## src/rtl/chipSelPkg.sv

```systemverilog
package chipSelPkg;
  localparam int ACK_W         = 4;
  localparam int SIZE_W        = 3;
  localparam int SIZE_BASE_LOG = 11;
  localparam logic [ACK_W-1:0] ACK_FAST = 4'd14;
  localparam logic [ACK_W-1:0] ACK_EXT  = 4'd15;
  localparam logic [1:0] DSACK_IDLE = 2'b11;
  localparam logic [1:0] DSACK_W16  = 2'b00;
  localparam logic [1:0] DSACK_W8   = 2'b10;

  typedef struct packed {
    logic start;     // first edge of a bus cycle
    logic driveInt;  // drive internal acknowledge at this edge
    logic passExt;   // forward external acknowledge at this edge
    logic port16;    // width of the acknowledging port
  } ctlStrb_t;
endpackage

```

## src/rtl/chipSelDatapath.sv

```systemverilog
module chipSelDatapath
  import chipSelPkg::*;
#(
  parameter int NUM_CH = 12,
  parameter int ADDR_W = 24
) (
  input  logic                     clk,
  input  logic                     rstN,
  input  logic [ADDR_W-1:0]        addr,
  input  logic                     rdWr,
  input  logic                     asN,
  input  logic                     dsN,
  input  logic [1:0]               extDsackN,
  input  logic [NUM_CH*ADDR_W-1:0] cfgBase,
  input  logic [NUM_CH*SIZE_W-1:0] cfgSize,
  input  logic [NUM_CH*ACK_W-1:0]  cfgAck,
  input  logic [NUM_CH-1:0]        cfgPort16,
  input  logic [NUM_CH-1:0]        cfgUseDs,
  input  logic [NUM_CH*2-1:0]      cfgRwEn,
  input  logic [NUM_CH-1:0]        cfgPinCs,
  input  ctlStrb_t                 strb,
  output logic                     winHit,
  output logic [ACK_W-1:0]         winCode,
  output logic                     winPort16,
  output logic [NUM_CH-1:0]        csN,
  output logic [1:0]               dsackN
);
  logic [NUM_CH-1:0] chHit;
  logic [NUM_CH-1:0] chSel;

  // Per-channel window compare, access filter and select register
  for (genvar ch = 0; ch < NUM_CH; ch++) begin : gChan
    logic [ADDR_W-1:0] baseVal;
    logic [SIZE_W-1:0] sizeVal;
    logic [ADDR_W-1:0] careMask;
    logic              addrEq;
    logic              rwOk;
    logic              strobeOn;

    assign baseVal = cfgBase[ch*ADDR_W +: ADDR_W];
    assign sizeVal = cfgSize[ch*SIZE_W +: SIZE_W];

    always_comb begin
      for (int b = 0; b < ADDR_W; b++) begin
        careMask[b] = (b >= (SIZE_BASE_LOG + int'(sizeVal)));
      end
    end

    assign addrEq   = (((addr ^ baseVal) & careMask) == '0);
    assign rwOk     = rdWr ? cfgRwEn[ch*2] : cfgRwEn[ch*2+1];
    assign chHit[ch] = addrEq & rwOk;
    assign strobeOn = ~asN & (~cfgUseDs[ch] | ~dsN);
    assign chSel[ch] = chHit[ch] & strobeOn & cfgPinCs[ch];

    always_ff @(posedge clk or negedge rstN) begin
      if (!rstN) csN[ch] <= 1'b1;
      else       csN[ch] <= ~chSel[ch];
    end
  end

  // Lowest-numbered matching channel owns the acknowledge
  always_comb begin
    winHit    = 1'b0;
    winCode   = '0;
    winPort16 = 1'b0;
    for (int ch = NUM_CH - 1; ch >= 0; ch--) begin
      if (chHit[ch]) begin
        winHit    = 1'b1;
        winCode   = cfgAck[ch*ACK_W +: ACK_W];
        winPort16 = cfgPort16[ch];
      end
    end
  end

  // Acknowledge output register
  always_ff @(posedge clk or negedge rstN) begin
    if (!rstN)              dsackN <= DSACK_IDLE;
    else if (strb.driveInt) dsackN <= strb.port16 ? DSACK_W16 : DSACK_W8;
    else if (strb.passExt)  dsackN <= extDsackN;
    else                    dsackN <= DSACK_IDLE;
  end
endmodule

```

## src/rtl/chipSelControl.sv

```systemverilog
module chipSelControl
  import chipSelPkg::*;
#(
  parameter int WAIT_MAX = 13
) (
  input  logic             clk,
  input  logic             rstN,
  input  logic             asN,
  input  logic             winHit,
  input  logic [ACK_W-1:0] winCode,
  input  logic             winPort16,
  output ctlStrb_t         strb
);
  localparam int CNT_W = $clog2(WAIT_MAX + 3);
  localparam logic [CNT_W-1:0] CNT_MAX = '1;

  logic [CNT_W-1:0] cnt;
  logic [CNT_W-1:0] nextCnt;
  logic             liveHit;
  logic [ACK_W-1:0] liveCode;
  logic             livePort16;
  logic             start;
  logic             hitNow;
  logic [ACK_W-1:0] codeNow;
  logic             p16Now;
  logic [CNT_W:0]   target;

  assign start   = ~asN & (cnt == '0);
  assign nextCnt = (cnt == CNT_MAX) ? cnt : cnt + 1'b1;
  assign hitNow  = start ? winHit    : liveHit;
  assign codeNow = start ? winCode   : liveCode;
  assign p16Now  = start ? winPort16 : livePort16;

  // Edge count at which the acknowledge appears: code+2, fast gives 1
  always_comb begin
    if (codeNow == ACK_FAST) target = (CNT_W+1)'(1);
    else                     target = (CNT_W+1)'(codeNow) + (CNT_W+1)'(2);
  end

  always_comb begin
    strb.start    = start;
    strb.port16   = p16Now;
    strb.passExt  = ~asN & hitNow & (codeNow == ACK_EXT);
    strb.driveInt = ~asN & hitNow & (codeNow != ACK_EXT) &
                    ({1'b0, nextCnt} >= target);
  end

  always_ff @(posedge clk or negedge rstN) begin
    if (!rstN) begin
      cnt        <= '0;
      liveHit    <= 1'b0;
      liveCode   <= '0;
      livePort16 <= 1'b0;
    end else if (asN) begin
      cnt     <= '0;
      liveHit <= 1'b0;
    end else begin
      cnt <= nextCnt;
      if (start) begin
        liveHit    <= winHit;
        liveCode   <= winCode;
        livePort16 <= winPort16;
      end
    end
  end
endmodule

```

## src/rtl/chipSelAck.sv

```systemverilog
module chipSelAck
  import chipSelPkg::*;
#(
  parameter int NUM_CH   = 12,
  parameter int ADDR_W   = 24,
  parameter int WAIT_MAX = 13
) (
  input  logic                     clk,
  input  logic                     rstN,
  input  logic [ADDR_W-1:0]        addr,
  input  logic                     rdWr,
  input  logic                     asN,
  input  logic                     dsN,
  input  logic [1:0]               extDsackN,
  input  logic [NUM_CH*ADDR_W-1:0] cfgBase,
  input  logic [NUM_CH*3-1:0]      cfgSize,
  input  logic [NUM_CH*4-1:0]      cfgAck,
  input  logic [NUM_CH-1:0]        cfgPort16,
  input  logic [NUM_CH-1:0]        cfgUseDs,
  input  logic [NUM_CH*2-1:0]      cfgRwEn,
  input  logic [NUM_CH-1:0]        cfgPinCs,
  output logic [NUM_CH-1:0]        csN,
  output logic [1:0]               dsackN
);
  ctlStrb_t         strb;
  logic             winHit;
  logic [ACK_W-1:0] winCode;
  logic             winPort16;

  chipSelDatapath #(.NUM_CH(NUM_CH), .ADDR_W(ADDR_W)) uDp (
    .clk(clk), .rstN(rstN), .addr(addr), .rdWr(rdWr), .asN(asN), .dsN(dsN),
    .extDsackN(extDsackN), .cfgBase(cfgBase), .cfgSize(cfgSize),
    .cfgAck(cfgAck), .cfgPort16(cfgPort16), .cfgUseDs(cfgUseDs),
    .cfgRwEn(cfgRwEn), .cfgPinCs(cfgPinCs), .strb(strb),
    .winHit(winHit), .winCode(winCode), .winPort16(winPort16),
    .csN(csN), .dsackN(dsackN)
  );

  chipSelControl #(.WAIT_MAX(WAIT_MAX)) uCtl (
    .clk(clk), .rstN(rstN), .asN(asN), .winHit(winHit),
    .winCode(winCode), .winPort16(winPort16), .strb(strb)
  );
endmodule

```

## config.mk

```make
export PLATFORM = sky130hd
export DESIGN_NAME = chipSelAck
export DESIGN_NICKNAME = d
export VERILOG_FILES = /design/src/rtl/chipSelPkg.sv /design/src/rtl/chipSelDatapath.sv /design/src/rtl/chipSelControl.sv /design/src/rtl/chipSelAck.sv
export SDC_FILE = /design/constraint.sdc
export NUM_CORES = 1
export LEC_CHECK = 0
export BUFFER_PORTS_ARGS = -buffer_cell sky130_fd_sc_hd__buf_2
export CAP_MARGIN = 20
export CORE_AREA = 8 8 181 183
export CTS_CLUSTER_DIAMETER = 60
export DETAILED_ROUTE_END_ITERATION = 8
export DIE_AREA = 0 0 189 191
export PLACE_DENSITY = 0.53
export SLEW_MARGIN = 10
export SYNTH_ARGS = -nofsm -noshare
export SYNTH_HDL_FRONTEND = slang
export SYNTH_SLANG_ARGS = --single-unit
```

## constraint.sdc

```tcl
create_clock -name clk -period 4.82 [get_ports clk]
set_clock_uncertainty 0.1 [all_clocks]
set_input_delay 0.964 -clock clk [delete_from_list [all_inputs] [get_ports clk]]
set_output_delay 0.964 -clock clk [all_outputs]
set_load 0.03 [all_outputs]
```

==> metrics, run 1 <==
endpoints failing hold=0; Congestion Overflow GR=0; critical path type=input pin to register; GPL Wtd Cong=0.959; Finish-stage setup viols=2; failing checks=negative setup slack; cts bufs inserted=3; CP Launch Point=cfgSize[0]; post-route ant nets=0; r2r startpoint=uCtl.cnt[0]$_DFF_PN0_; R2R Setup Slk=1230 ps; Die H=191 um; Die Wd=189 um; syn_nets=1668; Lkg Pwr=7.03 nW; initial antenna violation count=19; Worst path max stage delay=340 ps; vias in the first global route=13.0k; Max stage delay cell, worst path=o311a_1; Int Power=1.17 mW; register area share after synthesis=7.07%; EDFF count, synth=0; unrepaired setup endpoints after global routing=true; fraction of registers with async set/reset=100%; Hold Buf Count CTS=0; Synthesis Warnings=0; Worst-Skew Late Latency=270 ps; Netlist cell types=92; Critical Path Start Type=input pin; Tightest Pin Transition=754 ps; synth-to-layout area growth=67.2%; wire length per cell=24.1 um; Reg clk slew, reported paths=70 ps; Levels on crit path=23; initial DRC count=671; commonest non-fill, non-tap cells in the layout=buf_2 (474), buf_4 (307), xor2_1 (174); Reg2Reg Depth=15; power share of the combinational group=76.8%; global-route wire length before repair=80.1 mm; WHS=529 ps; worst hold-check path type=register to register; layout cell share with drive strength beyond 1=48.1%; non-filler cells, final=2310; mapped cell area=8740 um2; row count=64; synthesized flop and latch total=24; cells along the critical path=buf_2 > inv_1 > ha_2 > inv_1 > ha_4 > o311a_1 > a31o_1 > a41oi_2 > nor4b_4 > buf_4 > and2_1 > buf_4 > o31a_1 > o221a_2 > buf_4 > and2_1 > ha_4 > o21ai_2 > ha_1 > a21o_1 > a21oi_2 > nor3b_2 > mux2i_1; vias post-DR=12.1k; Bufs and invs on worst path=6; FILL cells=3039; dominant synthesized flop cell=dfstp_2; gr usage total=29.3%; Crit Path Max Fanout=5; required time of the critical path=4920 ps; Rel. slew slack=48.5%; crit path DAT=5010 ps; Flop pwr share=11.0%; Power Dens Cells=142 nW/um2; DRT Pass-1 Iters=5; sw power=899 uW; core footprint=30000 um2; Cells after DPL=2288; Initial Util=29.1%; clock sinks=24; DR vias/cell=5.22; fmax=0.203 GHz; post-layout util=48.7%; H-tree levels=1; HPWL after DPL=49.0 mm; # nets final=2429; largest net degree at the start of global routing=25; most common cell after layout, fill and taps aside=buf_2; CTS max path bufs=2; DRC=0; Setup crit end=uDp.dsackN[1]$_DFF_PN1_; VDD IR max=0.000117 V; start point of the worst hold path=uCtl.livePort16$_DFFE_PN0N_; final worst path period need=4920 ps; Ports=477; status=finished with violations; r2r endpoint=uDp.dsackN[1]$_DFF_PN1_; final slew viol count=0; TritonCTS clock tree=yes; Max Cap Violations=0; Root Driver=clkbuf_16; Clock power frac=12.3%; Sw Share=43.4%; Worst setup EP type=register; final worst slack=-96.0 ps; Final period util=102%; Avg Inst Size Synth=7.63 um2; critical path's most frequent cell=buf_4; Die Area=36100 um2; Syn Inst Count=1146; crit-path leading delay family=compound AO/OA/AOI/OAI gates; Port Buffers=476; Routed Wire Length=55.6 mm
## kinds of logic after synthesis
logic type,synth area share [%]
AOI/OAI and AO/OA,29.6
xor gates and xnor gates,29.0
and+or+nand+nor,17.7
buffers and inverters,6.67
adders and majority gates,8.56
DFF,7.07
muxes,1.39
## cell type report
| type | count | area, um2 | area share [%] |
|---|---|---|---|
| diodes | 8 | 20.0 | 0.137 |
| flip-flops and latches | 24 | 618 | 4.23 |
| clock buffers | 3 | 75.1 | 0.513 |
| well taps | 396 | 495 | 3.39 |
| multi-input cells | 993 | 7970 | 54.5 |
| clock inverters | 1 | 30.0 | 0.205 |
| repair buffers | 805 | 5110 | 35.0 |
| inverters | 80 | 300 | 2.05 |
## per-layer routing
metal  part of all wire, %  vias up  global-route usage, %
li1                      -     5708                      -
met1                    40     5649                   33.9
met2                    48      569                   51.4
met3                   7.2      110                   6.82
met4                   3.9       20                   11.7
met5                  0.21        -                      0
## power by group through the flow
stage | registers [mW] | clock network, mW | logic, mW
finish | 0.227 | 0.254 | 1.59
global route | 0.228 | 0.261 | 1.71
CTS | 0.226 | 0.258 | 1.54
detailed placement | 0.229 | 0 | 1.50
global placement | 0.229 | 0 | 1.50
floorplan | 0.234 | 0 | 0.710
## Yosys cell counts, types with 12 or more instances
library cell  count  area share (%)
nand2_1          60             2.6
dfstp_2          14             4.2
nor4_1           12            0.86
nand3b_1         12             1.0
buf_2            13            0.74
a22oi_1          14             1.2
inv_1            80             3.4
xor2_1          174              17
o21ai_0          71             4.1
o211ai_1         14             1.2
a221oi_1         17             1.7
nand2b_1         28             2.0
ha_1             59             8.4
a21oi_1          54             3.1
nor2b_1          26             1.9
o21a_1           13             1.1
a31oi_1          19             1.4
nand4b_1         13             1.3
a211oi_1         19             1.6
buf_4            18             1.5
xnor2_1         116              12
nor3_1           14            0.80
nand3_1          15            0.86
nor2_1           41             1.8
clkbuf_1         13            0.56
## through the flow
stage,power [mW],area (um2),setup WS [ps],setup TNS [ps]
after floorplan,0.944,8840,17.7,0
after global placement,1.73,14100,-628,-1240
after detailed placement,1.73,14100,-743,-1440
after CTS,2.03,14400,-168,-300
after global routing,2.20,14600,-377,-745
final,2.07,14600,-96.0,-171
## flip-flops by register name (all words and copies together) (netlist names)
register	flops
uCtl.cnt	4
uCtl.liveCode	4
uCtl.liveHit	1
uCtl.livePort16	1
uDp.csN	12
uDp.dsackN	2
## worst min-delay path, cell delays in order, from the launching register on
cell,delay [ps]
dfrtp_1,330
and2_1,110
a221o_1,140
## repair_timing
action                     4_1_cts  5_1_grt
setup endpoints to repair        2        2
setup buffers                    4        8
resized for setup               45       34
pin swaps                       36       31
## worst min path at each step
stage,endpoint,cells after the start
2_1_floorplan,uCtl.livePort16$_DFFE_PN0N_,2
3_3_place_gp,uCtl.livePort16$_DFFE_PN0N_,2
4_1_cts,uCtl.livePort16$_DFFE_PN0N_,2
5_1_grt,uCtl.livePort16$_DFFE_PN0N_,2
3_5_place_dp,uCtl.livePort16$_DFFE_PN0N_,2
6_report,uCtl.livePort16$_DFFE_PN0N_,2
Note: power is estimated with default switching activity, not from simulation.
==> run 2: changes to the inputs <==
RECOVER_POWER = 100   (was default)
==> run 2 against run 1 <==
Effect of this change:
- the flow finishes with violations (max-capacitance violations, max-slew violations, negative setup slack)
- critical endpoint unchanged
- maximum frequency about the same
- wire length about the same
- critical path depth increased by 2
- total power decreased by 0.11%
- non-clock buffer count unchanged
- hold slack got worse by 2.3 ps
- largest power group unchanged
- highest routed layer unchanged
- combinational power about the same
- clock power about the same
- design area decreased by 0.20%
- count of clock-buffer cells in the layout unchanged
- sequential cell count unchanged
==> metrics, run 2 (synthesis results as in run 1) <==
status=finished with violations; failing checks=max-capacitance violations, max-slew violations, negative setup slack; Initial Util=29.1% (unchanged); Die Wd=189 um (unchanged); layout cell share with drive strength beyond 1=47.2% (-0.89 points); # nets final=2429 (unchanged); cts bufs inserted=3 (unchanged); worst hold-check path type=register to register; H-tree levels=1 (unchanged); Lkg Pwr=7.01 nW (-0.32%); crit path DAT=5010 ps (about the same); initial DRC count=687 (+2.4%); CTS max path bufs=2 (unchanged); Hold EP=uCtl.livePort16$_DFFE_PN0N_; Worst-Skew Late Latency=270 ps (about the same); Rel. slew slack=-2.21% (-51 points); Congestion Overflow GR=0 (unchanged); final worst path period need=4920 ps (+1.22 ps); Crit Path Max Fanout=5 (unchanged); HPWL after DPL=49.0 mm (unchanged); Worst setup EP type=register; critical path type=input pin to register; Bufs and invs on worst path=6 (unchanged); DRC=0 (unchanged); initial antenna violation count=19 (unchanged); number of flip-flops in the largest register=12 (unchanged); Max stage delay cell, worst path=or4_4; Critical Path Start Type=input pin; Root Driver=clkbuf_16; Routed Wire Length=55.7 mm (about the same); row count=64 (unchanged); post-layout util=48.6% (-0.096 points); Ports=477 (unchanged); Die H=191 um (unchanged); worst hold path depth=2 (unchanged); Tightest Pin Transition=1530 ps (+779 ps); global-route wire length before repair=80.1 mm (unchanged); TritonCTS clock tree=yes; r2r startpoint=uCtl.cnt[0]$_DFF_PN0_; Top reg by flops=uDp.csN; largest registers=uDp.csN (12), uCtl.cnt (4), uCtl.liveCode (4); fmax=0.203 GHz (about the same); final slew viol count=25 (+25); GPL Wtd Cong=0.959 (unchanged); critical path's most frequent cell=buf_4; crit-path leading delay family=simple AND/OR/NAND/NOR gates; wire length per cell=24.1 um (about the same); Worst path max stage delay=520 ps (+180 ps); Die Area=36100 um2 (unchanged); core footprint=30000 um2 (unchanged); final worst slack=-97.3 ps (-1.22 ps); most common cell after layout, fill and taps aside=buf_2; VDD IR max=0.000117 V (+0.39%); R2R Setup Slk=1230 ps (about the same); Final period util=102% (about the same); commonest non-fill, non-tap cells in the layout=buf_2 (459), buf_4 (306), xor2_1 (174); Reg clk slew, reported paths=70 ps (about the same); vias post-DR=12.1k (+0.21%); DR vias/cell=5.23 (+0.21%); Max Cap Violations=1 (+1); Finish-stage setup viols=2 (unchanged); required time of the critical path=4920 ps (about the same); Port Buffers=476 (unchanged); clock sinks=24 (unchanged); largest net degree at the start of global routing=25 (unchanged); Pwr Total=2.07 mW (-0.11%); gr usage total=29.3% (unchanged); Reg2Reg Depth=15 (unchanged); r2r endpoint=uDp.dsackN[1]$_DFF_PN1_; post-route ant nets=0 (unchanged); start point of the worst hold path=uCtl.livePort16$_DFFE_PN0N_; Power Dens Cells=142 nW/um2 (about the same); synth-to-layout area growth=66.9%; vias in the first global route=13.0k (unchanged); DRT Pass-1 Iters=5 (unchanged); endpoints failing hold=0 (unchanged); unrepaired setup endpoints after global routing=true
==> run 2: changes by cell type in the layout (fill, tap and decap cells not counted) <==
cell,previous run,this run
clkbuf_1,0,16
buf_2,474,459
a31oi_1,18,19
a31oi_2,1,0
buf_4,307,306
==> run 2: layer usage <==
layer	part of all wire [%]	up-vias	GRT usage, %
met3	7.5	115	6.82
met2	48	593	51.4
met1	40	5643	33.9
li1	-	5710	-
met4	4.1	20	11.7
met5	0.21	-	0
==> run 2: stage by stage <==
step	hold slack [ps]	instance area, um2	instances	TNS, ps	setup slack [ps]
finish	526	14600	2310	-175	-97.3
CTS	514	14400	2295	-300	-168
floorplan	434	8840	1146	0	17.7
global route	539	14600	2310	-736	-372
global placement	491	14100	2288	-1240	-628
detailed placement	503	14100	2288	-1440	-743
==> run 2: how the worst max path moves through the flow <==
| stage | from | endpoint | cells past startpoint | slack [ps] |
|---|---|---|---|---|
| after floorplan | cfgSize[28] | uDp.dsackN[1]$_DFF_PN1_ | 22 | 20 |
| after global placement | cfgSize[12] | uDp.dsackN[1]$_DFF_PN1_ | 25 | -630 |
| after detailed placement | cfgSize[12] | uDp.dsackN[1]$_DFF_PN1_ | 25 | -740 |
| after CTS | cfgSize[1] | uDp.dsackN[1]$_DFF_PN1_ | 23 | -170 |
| after global routing | cfgSize[34] | uDp.dsackN[0]$_DFF_PN1_ | 25 | -370 |
| final | cfgSize[22] | uDp.dsackN[1]$_DFF_PN1_ | 25 | -100 |
==> run 2: timing repair <==
action,in CTS,in global routing
buffers inserted,4,8
hold buffers,0,0
resized for setup,45,34
setup endpoints to repair,2,2
pin swaps,36,31
endpoints found under the hold margin,0,0
==> run 2: final cells by class <==
cell class,instances,area [um2]
flip-flops and latches,24,618
multi-input cells,993,7960
clock buffers,3,75.1
repair buffers,805,5090
diodes,8,20.0
inverters,80,300
clock inverters,1,30.0
well taps,396,495
fillers,3050,15400
==> run 2: report_power, final <==
| group | total, mW | internal (mW) | switching, mW |
|---|---|---|---|
| clock network | 0.254 | 0.166 | 0.0884 |
| registers | 0.227 | 0.220 | 0.00691 |
| logic | 1.59 | 0.782 | 0.803 |
| total | 2.07 | 1.17 | 0.899 |
==> run 2: worst register-to-register path: stages, from the launching register on <==
cell and delay (ps):
dfrtp_1 430, inv_1 80, ha_1 180, or4b_2 750, nand2_1 160, nand2_1 60, a21oi_1 290, a31oi_4 160
buf_6 160, ha_4 250, o21ai_2 50, ha_1 270, a21o_1 190, a21oi_2 170, nor3b_2 60, mux2i_1 160
